`src/rtl/nvm_csum_pkg.sv`:
```
package nvm_csum_pkg;
  localparam int unsigned WORD_W = 16;
  localparam logic [WORD_W-1:0] CSUM_SIG = 16'hBABA;

  typedef enum logic {
    MODE_CHECK = 1'b0,
    MODE_FIX   = 1'b1
  } csum_mode_e;

  typedef enum logic [1:0] {
    ST_IDLE  = 2'd0,
    ST_READ  = 2'd1,
    ST_WRITE = 2'd2
  } csum_state_e;
endpackage

```
`src/rtl/nvm_csum_acc.sv`:
```
module nvm_csum_acc #(
  parameter int unsigned W = 16
) (
  input  logic         clk_i,
  input  logic         rst_ni,
  input  logic         clr_i,
  input  logic         add_i,
  input  logic [W-1:0] din_i,
  output logic [W-1:0] sum_o
);
  logic [W-1:0] sum_q;

  // modulo 2^W: carry out is dropped
  always_ff @(posedge clk_i or negedge rst_ni) begin
    if (!rst_ni)    sum_q <= '0;
    else if (clr_i) sum_q <= '0;
    else if (add_i) sum_q <= sum_q + din_i;
  end

  assign sum_o = sum_q;
endmodule

```
`src/rtl/nvm_csum_ctrl.sv`:
```
module nvm_csum_ctrl
  import nvm_csum_pkg::*;
#(
  parameter int unsigned ADDR_W    = 8,
  parameter int unsigned CSUM_ADDR = 63
) (
  input  logic              clk_i,
  input  logic              rst_ni,
  input  logic              start_i,
  input  logic              mode_i,
  input  logic              ack_i,
  input  logic              err_i,
  input  logic              match_i,
  output logic              req_o,
  output logic              we_o,
  output logic [ADDR_W-1:0] addr_o,
  output logic              acc_clr_o,
  output logic              acc_add_o,
  output logic              done_o,
  output logic              valid_o,
  output logic              error_o
);
  localparam logic [ADDR_W-1:0] SIG_ADDR  = ADDR_W'(CSUM_ADDR);
  localparam logic [ADDR_W-1:0] LAST_FIX  = ADDR_W'((CSUM_ADDR == 0) ? 0 : CSUM_ADDR - 1);
  localparam bit                FIX_EMPTY = (CSUM_ADDR == 0);

  csum_state_e       state_q;
  csum_mode_e        mode_q;
  logic [ADDR_W-1:0] addr_q;
  logic              done_q, valid_q, error_q;
  logic              last_rd;

  assign last_rd   = (mode_q == MODE_FIX) ? (addr_q == LAST_FIX) : (addr_q == SIG_ADDR);
  assign acc_clr_o = (state_q == ST_IDLE) && start_i;
  assign acc_add_o = (state_q == ST_READ) && ack_i && !err_i;
  assign req_o     = (state_q != ST_IDLE);
  assign we_o      = (state_q == ST_WRITE);
  assign addr_o    = addr_q;

  always_ff @(posedge clk_i or negedge rst_ni) begin
    if (!rst_ni) begin
      state_q <= ST_IDLE;
      mode_q  <= MODE_CHECK;
      addr_q  <= '0;
      done_q  <= 1'b0;
      valid_q <= 1'b0;
      error_q <= 1'b0;
    end else begin
      done_q  <= 1'b0;
      valid_q <= 1'b0;
      error_q <= 1'b0;
      unique case (state_q)
        ST_IDLE: if (start_i) begin
          mode_q <= csum_mode_e'(mode_i);
          if (mode_i && FIX_EMPTY) begin
            addr_q  <= SIG_ADDR;
            state_q <= ST_WRITE;
          end else begin
            addr_q  <= '0;
            state_q <= ST_READ;
          end
        end
        ST_READ: if (ack_i) begin
          if (err_i) begin
            state_q <= ST_IDLE;
            done_q  <= 1'b1;
            error_q <= 1'b1;
          end else if (last_rd) begin
            if (mode_q == MODE_CHECK) begin
              state_q <= ST_IDLE;
              done_q  <= 1'b1;
              valid_q <= match_i;
            end else begin
              addr_q  <= SIG_ADDR;
              state_q <= ST_WRITE;
            end
          end else begin
            addr_q <= addr_q + 1'b1;
          end
        end
        ST_WRITE: if (ack_i) begin
          state_q <= ST_IDLE;
          done_q  <= 1'b1;
          valid_q <= !err_i;
          error_q <= err_i;
        end
        default: state_q <= ST_IDLE;
      endcase
    end
  end

  assign done_o  = done_q;
  assign valid_o = valid_q;
  assign error_o = error_q;
endmodule

```
`src/rtl/nvm_csum_engine.sv`:
```
module nvm_csum_engine
  import nvm_csum_pkg::*;
#(
  parameter int unsigned ADDR_W    = 8,
  parameter int unsigned CSUM_ADDR = 63
) (
  input  logic              clk_i,
  input  logic              rst_ni,
  input  logic              start_i,
  input  logic              mode_i,
  output logic              req_o,
  output logic              we_o,
  output logic [ADDR_W-1:0] addr_o,
  output logic [WORD_W-1:0] wdata_o,
  input  logic              ack_i,
  input  logic              err_i,
  input  logic [WORD_W-1:0] rdata_i,
  output logic              done_o,
  output logic              valid_o,
  output logic              error_o
);
  logic              acc_clr, acc_add, match;
  logic [WORD_W-1:0] sum;

  nvm_csum_acc #(.W(WORD_W)) i_acc (
    .clk_i  (clk_i),
    .rst_ni (rst_ni),
    .clr_i  (acc_clr),
    .add_i  (acc_add),
    .din_i  (rdata_i),
    .sum_o  (sum)
  );

  // the signature word arrives with the last ack; fold it in combinationally
  assign match   = ((sum + rdata_i) == CSUM_SIG);
  assign wdata_o = CSUM_SIG - sum;

  nvm_csum_ctrl #(.ADDR_W(ADDR_W), .CSUM_ADDR(CSUM_ADDR)) i_ctrl (
    .clk_i     (clk_i),
    .rst_ni    (rst_ni),
    .start_i   (start_i),
    .mode_i    (mode_i),
    .ack_i     (ack_i),
    .err_i     (err_i),
    .match_i   (match),
    .req_o     (req_o),
    .we_o      (we_o),
    .addr_o    (addr_o),
    .acc_clr_o (acc_clr),
    .acc_add_o (acc_add),
    .done_o    (done_o),
    .valid_o   (valid_o),
    .error_o   (error_o)
  );
endmodule

```
`config.mk`:
```
export PLATFORM = sky130hd
export DESIGN_NAME = nvm_csum_engine
export DESIGN_NICKNAME = d
export VERILOG_FILES = /design/src/rtl/nvm_csum_pkg.sv /design/src/rtl/nvm_csum_acc.sv /design/src/rtl/nvm_csum_ctrl.sv /design/src/rtl/nvm_csum_engine.sv
export SDC_FILE = /design/constraint.sdc
export NUM_CORES = 1
export LEC_CHECK = 0
export ABC_AREA = 1
export BUFFER_PORTS_ARGS = -buffer_cell sky130_fd_sc_hd__clkbuf_2
export CORE_MARGIN = 5
export CORE_UTILIZATION = 55
export CTS_BUF_LIST = sky130_fd_sc_hd__clkbuf_4 sky130_fd_sc_hd__clkbuf_8
export CTS_CLUSTER_SIZE = 14
export DETAILED_ROUTE_END_ITERATION = 8
export PLACE_DENSITY = 0.89
export SLEW_MARGIN = 15
export SYNTH_ARGS = -nofsm -noshare
export SYNTH_HDL_FRONTEND = slang
export SYNTH_SLANG_ARGS = --single-unit
```
`constraint.sdc`:
```
create_clock -name clk_i -period 2.7 [get_ports clk_i]
set_input_delay 0.135 -clock clk_i [delete_from_list [all_inputs] [get_ports clk_i]]
set_output_delay 0.135 -clock clk_i [all_outputs]
set_load 0.01 [all_outputs]
```
==> out/summary.md, run 1 <==
• built — clock tree from TritonCTS
• 0.125 — fraction of power consumed by the clock network
• reg2out — Critical Setup Path Class
• 0.735 ns — Slew @ Worst Pin
• 0.06 ns — Clock transition at path regs
• 6.33 um2 — Mean Syn Cell Area
• 2.19 ns — CP Data Arrival Time
• simple AND/OR/NAND/NOR gates — dominant combinational cell family by area after synthesis
• 5.79 mm — half-perimeter wire length after detailed placement
• 1050 nW/um2 — Power per Cell Area
• 0.375 — GR met2 Demand/Resource
• 2.57 ns — worst path required time
• sky130_fd_sc_hd__o21ai_1 — cell with the most instances on the worst path
• sky130_fd_sc_hd__dfrtp_1, sky130_fd_sc_hd__nand2_1, sky130_fd_sc_hd__inv_1, sky130_fd_sc_hd__ha_1, sky130_fd_sc_hd__nand3_1 — top area cells in the synthesized netlist
• 0.0461 — fraction of met3 tracks used by global routing
• 81.6 um — vertical die dimension
• sky130_fd_sc_hd__dfrtp_1 — cell taking the most area after synthesis
• met2 — Most Used Layer, Global Route
• 0.231 — global-route total usage across every layer
• 29 — distinct cell type count after synthesis
• 2,721 — vias in the first global route
• 0 — final-report setup violation count
• 13 — logic depth of the worst register-to-register path
• 0 — yosys warns
• 0.44 ns — stage delay of the slowest cell on the critical path
• 0.142 — fraction of final layout cells sized beyond drive strength 1
• 561 — placed instance count
• 30 — number of sinks on the clock net
• i_ctrl.valid_o — end of the worst register-to-register path
• sky130_fd_sc_hd__dfrtp_1 — dominant register cell in the synthesized netlist
• ha_1 > o21ai_1 > nor2_1 > o21ai_1 > nand2_1 > inv_1 > nor2_1 > o21ai_1 > xor2_1 > clkbuf_2 — ordered list of cells on the worst path
• 175 — DRT iter0 DRCs
• flop — startpoint type of the worst setup path
• 5 — critical-path maximum fanout
• 26 — standard-cell rows
• 2 — critical path buffer and inverter count
• 0 ns — setup TNS
• 1.62 mW — internal portion of total power
• 15.1% — layout-stage area growth over the synthesis result
• 0.624 mV — peak supply drop
• 1.00 — fraction of registers with async set/reset
• 0.301 — global routing met1 resource utilization
• 489 — syn nets
• 0.266 — fraction of synthesized cell area taken by the top area cell type
• 5 — Num CTS Buffers
• 0.29 ns — latest clock arrival within the worst-skew pair
• 12.9 um — detailed-route wire length per cell
• 0 — initial antenna violation count
• in2reg — path class of the lowest-slack min-delay path
• 6660 um2 — DIE AREA
• 5.20 — Vias per Instance
• 0.559 — starting density of the core
• 0.913 — Placer Congestion
• 0 — total inserted antenna cells
• 0 — Hold Fails Final Rpt
• 2 — CTS HTree Levels
• 0.104 — Compound-Gate Fraction of Synth Area
• 50 — number of port buffers
• 543 — Layout Nets
• output port — endpoint class of the critical path
• 0 — antenna viol nets, final
• 430 MHz — f_max
• false — unrepaired setup endpoints after global routing
• i_acc.sum_o[0] — Critical R2R Launch
• 31 — pin count of the biggest net entering global routing
• 2,964 — via count of the routed design
• compound AO/OA/AOI/OAI gates — Top Family by Delay on Critical Path
• 30 — number of flip-flops and latches in the synthesized netlist
• 0 — mux contribution to synthesized area
• 0.510 — Relative slew margins
• 0.00570 ns — post-route clock skew
• 1.80 mW — Sw Pwr
• 2 — Longest Clk Path Bufs
• 0 — Post-CTS Setup Repair Bufs
• sky130_fd_sc_hd__nand2_1 — most frequent standard cell in the layout excluding fill and tap cells
• 0 — max cap viols
• 2820 um2 — cell area after synthesis
• 0.266 — share of synthesized area occupied by flip-flops and latches
• 0.100 — adder-cell area share of the yosys netlist
• 81.6 um — width of the die
• 51 — ports placed on the boundary
• 0.46 ns — internal reg-to-reg setup slack
• 445 — count of mapped cells out of synthesis
• 3 — hold path cells
• 0 — aggregate global routing overflow
• i_ctrl.mode_q — Hold EP
• mode_i — startpoint of the worst hold path
• 0 — EDFF count, synth
• completed — outcome
• 0.502 ns — Setup Slack @ Placement
• 0 — max-slew violation count
• 0.862 — crit share post-route
• 7.34 mm — total detailed-routing wirelength
• 2.33 ns — minimum clock period
• 0.362 — basic-gate share of the synthesized area counting and, or, nand and nor cells
• 570 — final std cells w/o fill
• sky130_fd_sc_hd__nand2_1, sky130_fd_sc_hd__inv_1, sky130_fd_sc_hd__clkbuf_2, sky130_fd_sc_hd__nand3_1 — commonest non-fill, non-tap cells in the layout
• 0.527 — net switching fraction of the power
• 5 — detailed-routing iteration count for the pre-antenna-repair pass
• 0.232 — power share of the sequential group
• sky130_fd_sc_hd__dfrtp_1 — CP max stage cell
• 5040 um2 — Floorplan Core Area
• sky130_fd_sc_hd__clkbuf_8 — Root Buffer
• 0 — Residual DRC
• 0.643 — Comb power frac
• 1.86 nW — leakage power
• 0.374 ns — Setup WS post-layout
• 0.0497 — XOR/XNOR Fraction of Synth Area
• 11.9 mm — global-route wire length before repair
## power by group through the flow
| stage | Clock [mW] | Combinational, mW | Sequential (mW) |
|---|---|---|---|
| after detailed placement | 0 | 2.16 | 0.801 |
| after CTS | 0.431 | 2.18 | 0.793 |
| after global placement | 0 | 2.08 | 0.793 |
| final | 0.427 | 2.19 | 0.794 |
| after global routing | 0.451 | 2.49 | 0.811 |
| after floorplan | 0 | 1.62 | 0.741 |
## synth_stat cells, types with 2 or more instances
cell / n
sky130_fd_sc_hd__o211ai_1: 2
sky130_fd_sc_hd__nor3_1: 2
sky130_fd_sc_hd__o21ai_2: 2
sky130_fd_sc_hd__nand2_2: 3
sky130_fd_sc_hd__nand3_1: 35
sky130_fd_sc_hd__ha_1: 21
sky130_fd_sc_hd__o21ai_1: 7
sky130_fd_sc_hd__nand4_1: 8
sky130_fd_sc_hd__and2_1: 3
sky130_fd_sc_hd__nand2_1: 153
sky130_fd_sc_hd__buf_4: 2
sky130_fd_sc_hd__a21oi_1: 15
sky130_fd_sc_hd__dfrtp_1: 30
sky130_fd_sc_hd__nor2_2: 3
sky130_fd_sc_hd__nor2_1: 30
sky130_fd_sc_hd__xor2_1: 16
sky130_fd_sc_hd__o22ai_1: 3
sky130_fd_sc_hd__o21ai_0: 20
sky130_fd_sc_hd__inv_1: 80
## flip-flops by register name, indices dropped and copies added (netlist names)
name,count
i_ctrl.error_o,1
i_ctrl.addr_o,8
i_ctrl.state_q,2
i_ctrl.done_o,1
i_ctrl.mode_q,1
i_acc.sum_o,16
i_ctrl.valid_o,1
## area by class of cell
class                           instances  area [um2]
Clock buffer                            8         110
Timing Repair Buffer                   51         260
Sequential cell                        30         751
Inverter                               80         300
Fill cell                             452        1800
Multi-Input combinational cell        331        1740
Tap cell                               70        87.6
## logic make-up after synthesis
family                     after synthesis
buffers and inverters                   84
adders and majority gates               22
and+or+nand+nor                        241
xor gates and xnor gates                16
AOI/OAI and AO/OA                       52
DFF                                     30
## routing by layer
metal / share of wire / vias to the layer above
met5: 0 / -
met2: 0.46 / 121
met4: 0.035 / 0
met1: 0.44 / 1311
met3: 0.067 / 26
li1: - / 1506
## worst max path at each step
| stage | from | end | slack, ns | cells past startpoint |
|---|---|---|---|---|
| 6_report | i_acc.sum_o[0] | wdata_o[14] | 0.37 | 10 |
| 5_1_grt | i_acc.sum_o[1] | wdata_o[15] | 0.1 | 11 |
| 4_1_cts | i_acc.sum_o[1] | wdata_o[14] | 0.37 | 10 |
| 3_5_place_dp | i_acc.sum_o[0] | i_ctrl.valid_o | 0.50 | 13 |
| 3_3_place_gp | i_acc.sum_o[0] | i_ctrl.valid_o | 0.56 | 13 |
| 2_1_floorplan | i_acc.sum_o[0] | i_ctrl.valid_o | 0.74 | 12 |
## worst reg2reg max path: cells and delay by family (launching register included)
kind,cells,cell delay [ns]
AND/OR/NAND/NOR,10,0.89
flip-flops,1,0.44
adder cells (fa/ha/maj),2,0.73
AO/OA/AOI/OAI,1,0.11
## stage by stage
stage | hold slack [ns] | power, mW | util | instance area (um2)
6_report | 0.0983 | 3.41 | 0.644 | 3250
3_3_place_gp | 0.228 | 2.87 | 0.620 | 3130
2_1_floorplan | -0.161 | 2.36 | - | 2820
5_1_grt | 0.107 | 3.75 | 0.644 | 3250
4_1_cts | 0.0974 | 3.41 | 0.644 | 3250
3_5_place_dp | 0.236 | 2.96 | 0.620 | 3130
## timing repair
action                                 4_1_cts  5_1_grt
setup endpoints to repair                    0        0
hold buffers                                 1        0
endpoints found under the hold margin       30        0
resized for setup                            0        0
Power figures use the tool's default switching activity.
==> run 2, diff against run 1 <==
==> constraint.sdc (replaced) <==
create_clock -name clk_i -period 2.4 [get_ports clk_i]
set_input_delay 0.12 -clock clk_i [delete_from_list [all_inputs] [get_ports clk_i]]
set_output_delay 0.12 -clock clk_i [all_outputs]
set_load 0.01 [all_outputs]
==> run 2 against run 1 <==
Effect of this change: sequential power up 13%; global-route usage fell by 0.40 points; final cell count is 0.18% higher; count of clock-buffer cells in the layout decreased by 1; design area barely moved; routed wire length decreased by 0.87%; non-clock buffer count increased by 2.
==> out/summary.md, run 2 (synthesis gave the netlist of run 1 again) <==
• completed — outcome
• 5 — detailed-routing iteration count for the pre-antenna-repair pass
• 2.27 ns — minimum clock period
• 15.1% — layout-stage area growth over the synthesis result
• 81.6 um — width of the die
• 563 — placed instance count
• 0 — Residual DRC
• 0.492 — Relative slew margins
• 0.28 ns — latest clock arrival within the worst-skew pair
• 0 — max-slew violation count
• i_acc.sum_o[1] — Critical path origin
• 0.227 — global-route total usage across every layer
• 2.15 ns — CP Data Arrival Time
• 31 — pin count of the biggest net entering global routing
• 0 — antenna viol nets, final
• 0.152 — fraction of final layout cells sized beyond drive strength 1
• 545 — Layout Nets
• 7.28 mm — total detailed-routing wirelength
• sky130_fd_sc_hd__nand2_1, sky130_fd_sc_hd__inv_1, sky130_fd_sc_hd__clkbuf_2, sky130_fd_sc_hd__nand3_1, sky130_fd_sc_hd__nor2_1 — commonest non-fill, non-tap cells in the layout
• mode_i — startpoint of the worst hold path
• 30 — number of sinks on the clock net
• 81.6 um — vertical die dimension
• true — unrepaired setup endpoints after global routing
• 50 — number of port buffers
• i_acc.sum_o[0] — Critical R2R Launch
• sky130_fd_sc_hd__clkbuf_8 — Root Buffer
• 16 — max reg flops
• 51 — ports placed on the boundary
• 440 MHz — f_max
• 5 — Num CTS Buffers
• 2,629 — vias in the first global route
• 0 — initial antenna violation count
• in2reg — path class of the lowest-slack min-delay path
• 0.127 ns — Setup WS post-layout
• 0.684 mV — peak supply drop
• 0.906 — Placer Congestion
• 26 — standard-cell rows
• built — clock tree from TritonCTS
• 295 — DRT iter0 DRCs
• 2 — Longest Clk Path Bufs
• 5.87 mm — half-perimeter wire length after detailed placement
• 1740 um2 — Multi-input gate area
• 5.20 — Vias per Instance
• 438 — total of fill cells in the finished design
• 0.947 — crit share post-route
• 5040 um2 — Floorplan Core Area
• reg2out — Critical Setup Path Class
• 2.28 ns — worst path required time
• 0.00785 ns — post-route clock skew
• 12.7 um — detailed-route wire length per cell
• 0 — Hold Fails Final Rpt
• 0 — final-report setup violation count
• 571 — final std cells w/o fill
• 0.202 ns — Setup Slack @ Placement
• 0 — max cap viols
• 6660 um2 — DIE AREA
• 0 — aggregate global routing overflow
• sky130_fd_sc_hd__nand2_1 — most frequent standard cell in the layout excluding fill and tap cells
• flop — startpoint type of the worst setup path
• 753 um2 — Sequential Area
• 5 — critical-path maximum fanout
• 0.762 ns — Slew @ Worst Pin
• 1170 nW/um2 — Power per Cell Area
• 0 — total inserted antenna cells
• 2 — CTS HTree Levels
• 0.559 — starting density of the core
• output port — endpoint class of the critical path
• 1.86 nW — leakage power
• 0.06 ns — Clock transition at path regs
• 2,970 — via count of the routed design
• 11.8 mm — global-route wire length before repair
[run 2: changes by cell type in the layout (fill, tap and decap cells not counted)]
cell,delta
sky130_fd_sc_hd__a21oi_1,-1
sky130_fd_sc_hd__a21oi_2,+1
sky130_fd_sc_hd__buf_4,+2
sky130_fd_sc_hd__clkbuf_4,+2
sky130_fd_sc_hd__clkbuf_8,-3
sky130_fd_sc_hd__dfrtp_1,-2
sky130_fd_sc_hd__dfrtp_2,+2
sky130_fd_sc_hd__o21ai_1,-1
sky130_fd_sc_hd__o21ai_2,+1
[run 2: worst max-delay path, cell delays in order, from the launching register on]
cell and delay, ns:
sky130_fd_sc_hd__dfrtp_2 0.46, sky130_fd_sc_hd__ha_1 0.24, sky130_fd_sc_hd__o21ai_2 0.16, sky130_fd_sc_hd__nor2_1 0.11, sky130_fd_sc_hd__o21ai_1 0.17, sky130_fd_sc_hd__nand2_1 0.10
sky130_fd_sc_hd__inv_1 0.09, sky130_fd_sc_hd__nor2_1 0.06, sky130_fd_sc_hd__o21ai_1 0.15, sky130_fd_sc_hd__xor2_1 0.17, sky130_fd_sc_hd__clkbuf_2 0.15
[run 2: final cells by class]
class,instances,area share
multi-input combinational,331,0.538
clock buffer,7,0.0258
inverter,80,0.0926
sequential,30,0.232
tap,70,0.0270
timing repair buffer,53,0.0848
[run 2: timing repair]
item,4_1_cts,5_1_grt
hold buffers,1,0
endpoints found under the setup margin,0,4
gates resized for setup,0,4
setup buffers,0,0
hold endpoints to repair,30,0
[run 2: power breakdown]
part,switching (mW),total [mW],internal (mW)
Combinational,1.62,2.49,0.868
Clock,0.181,0.402,0.222
Sequential,0.216,0.894,0.678
[run 2: path summary, 6_finish.rpt]
path                                     to  depth (start not counted)  slack, ns
min                           i_ctrl.mode_q                          3       0.09
max reg2reg                  i_ctrl.valid_o                         12       0.17
max                             wdata_o[14]                         10       0.13
min in group asynchronous  i_ctrl.addr_o[7]                          2       0.43
max in group asynchronous    i_acc.sum_o[0]                          2       1.43
min reg2reg                i_ctrl.addr_o[3]                          2       0.56
[run 2: stage by stage]
stage,util,instance area [um2],TNS [ns],power (mW),hold slack (ns)
after floorplan,-,2820,0,2.65,-0.176
after global placement,0.623,3140,0,3.26,0.215
after detailed placement,0.623,3140,0,3.34,0.229
after CTS,0.641,3230,0,3.76,0.0894
after global routing,0.643,3240,-0.0454,4.17,0.0907
final,0.643,3240,0,3.79,0.0923
[run 2: per-layer routing]
layer	track usage	vias up	part of all wire
met2	0.371	136	0.46
met5	0	-	0
li1	-	1506	-
met1	0.303	1312	0.44
met4	0.0781	0	0.021
met3	0.0406	16	0.073
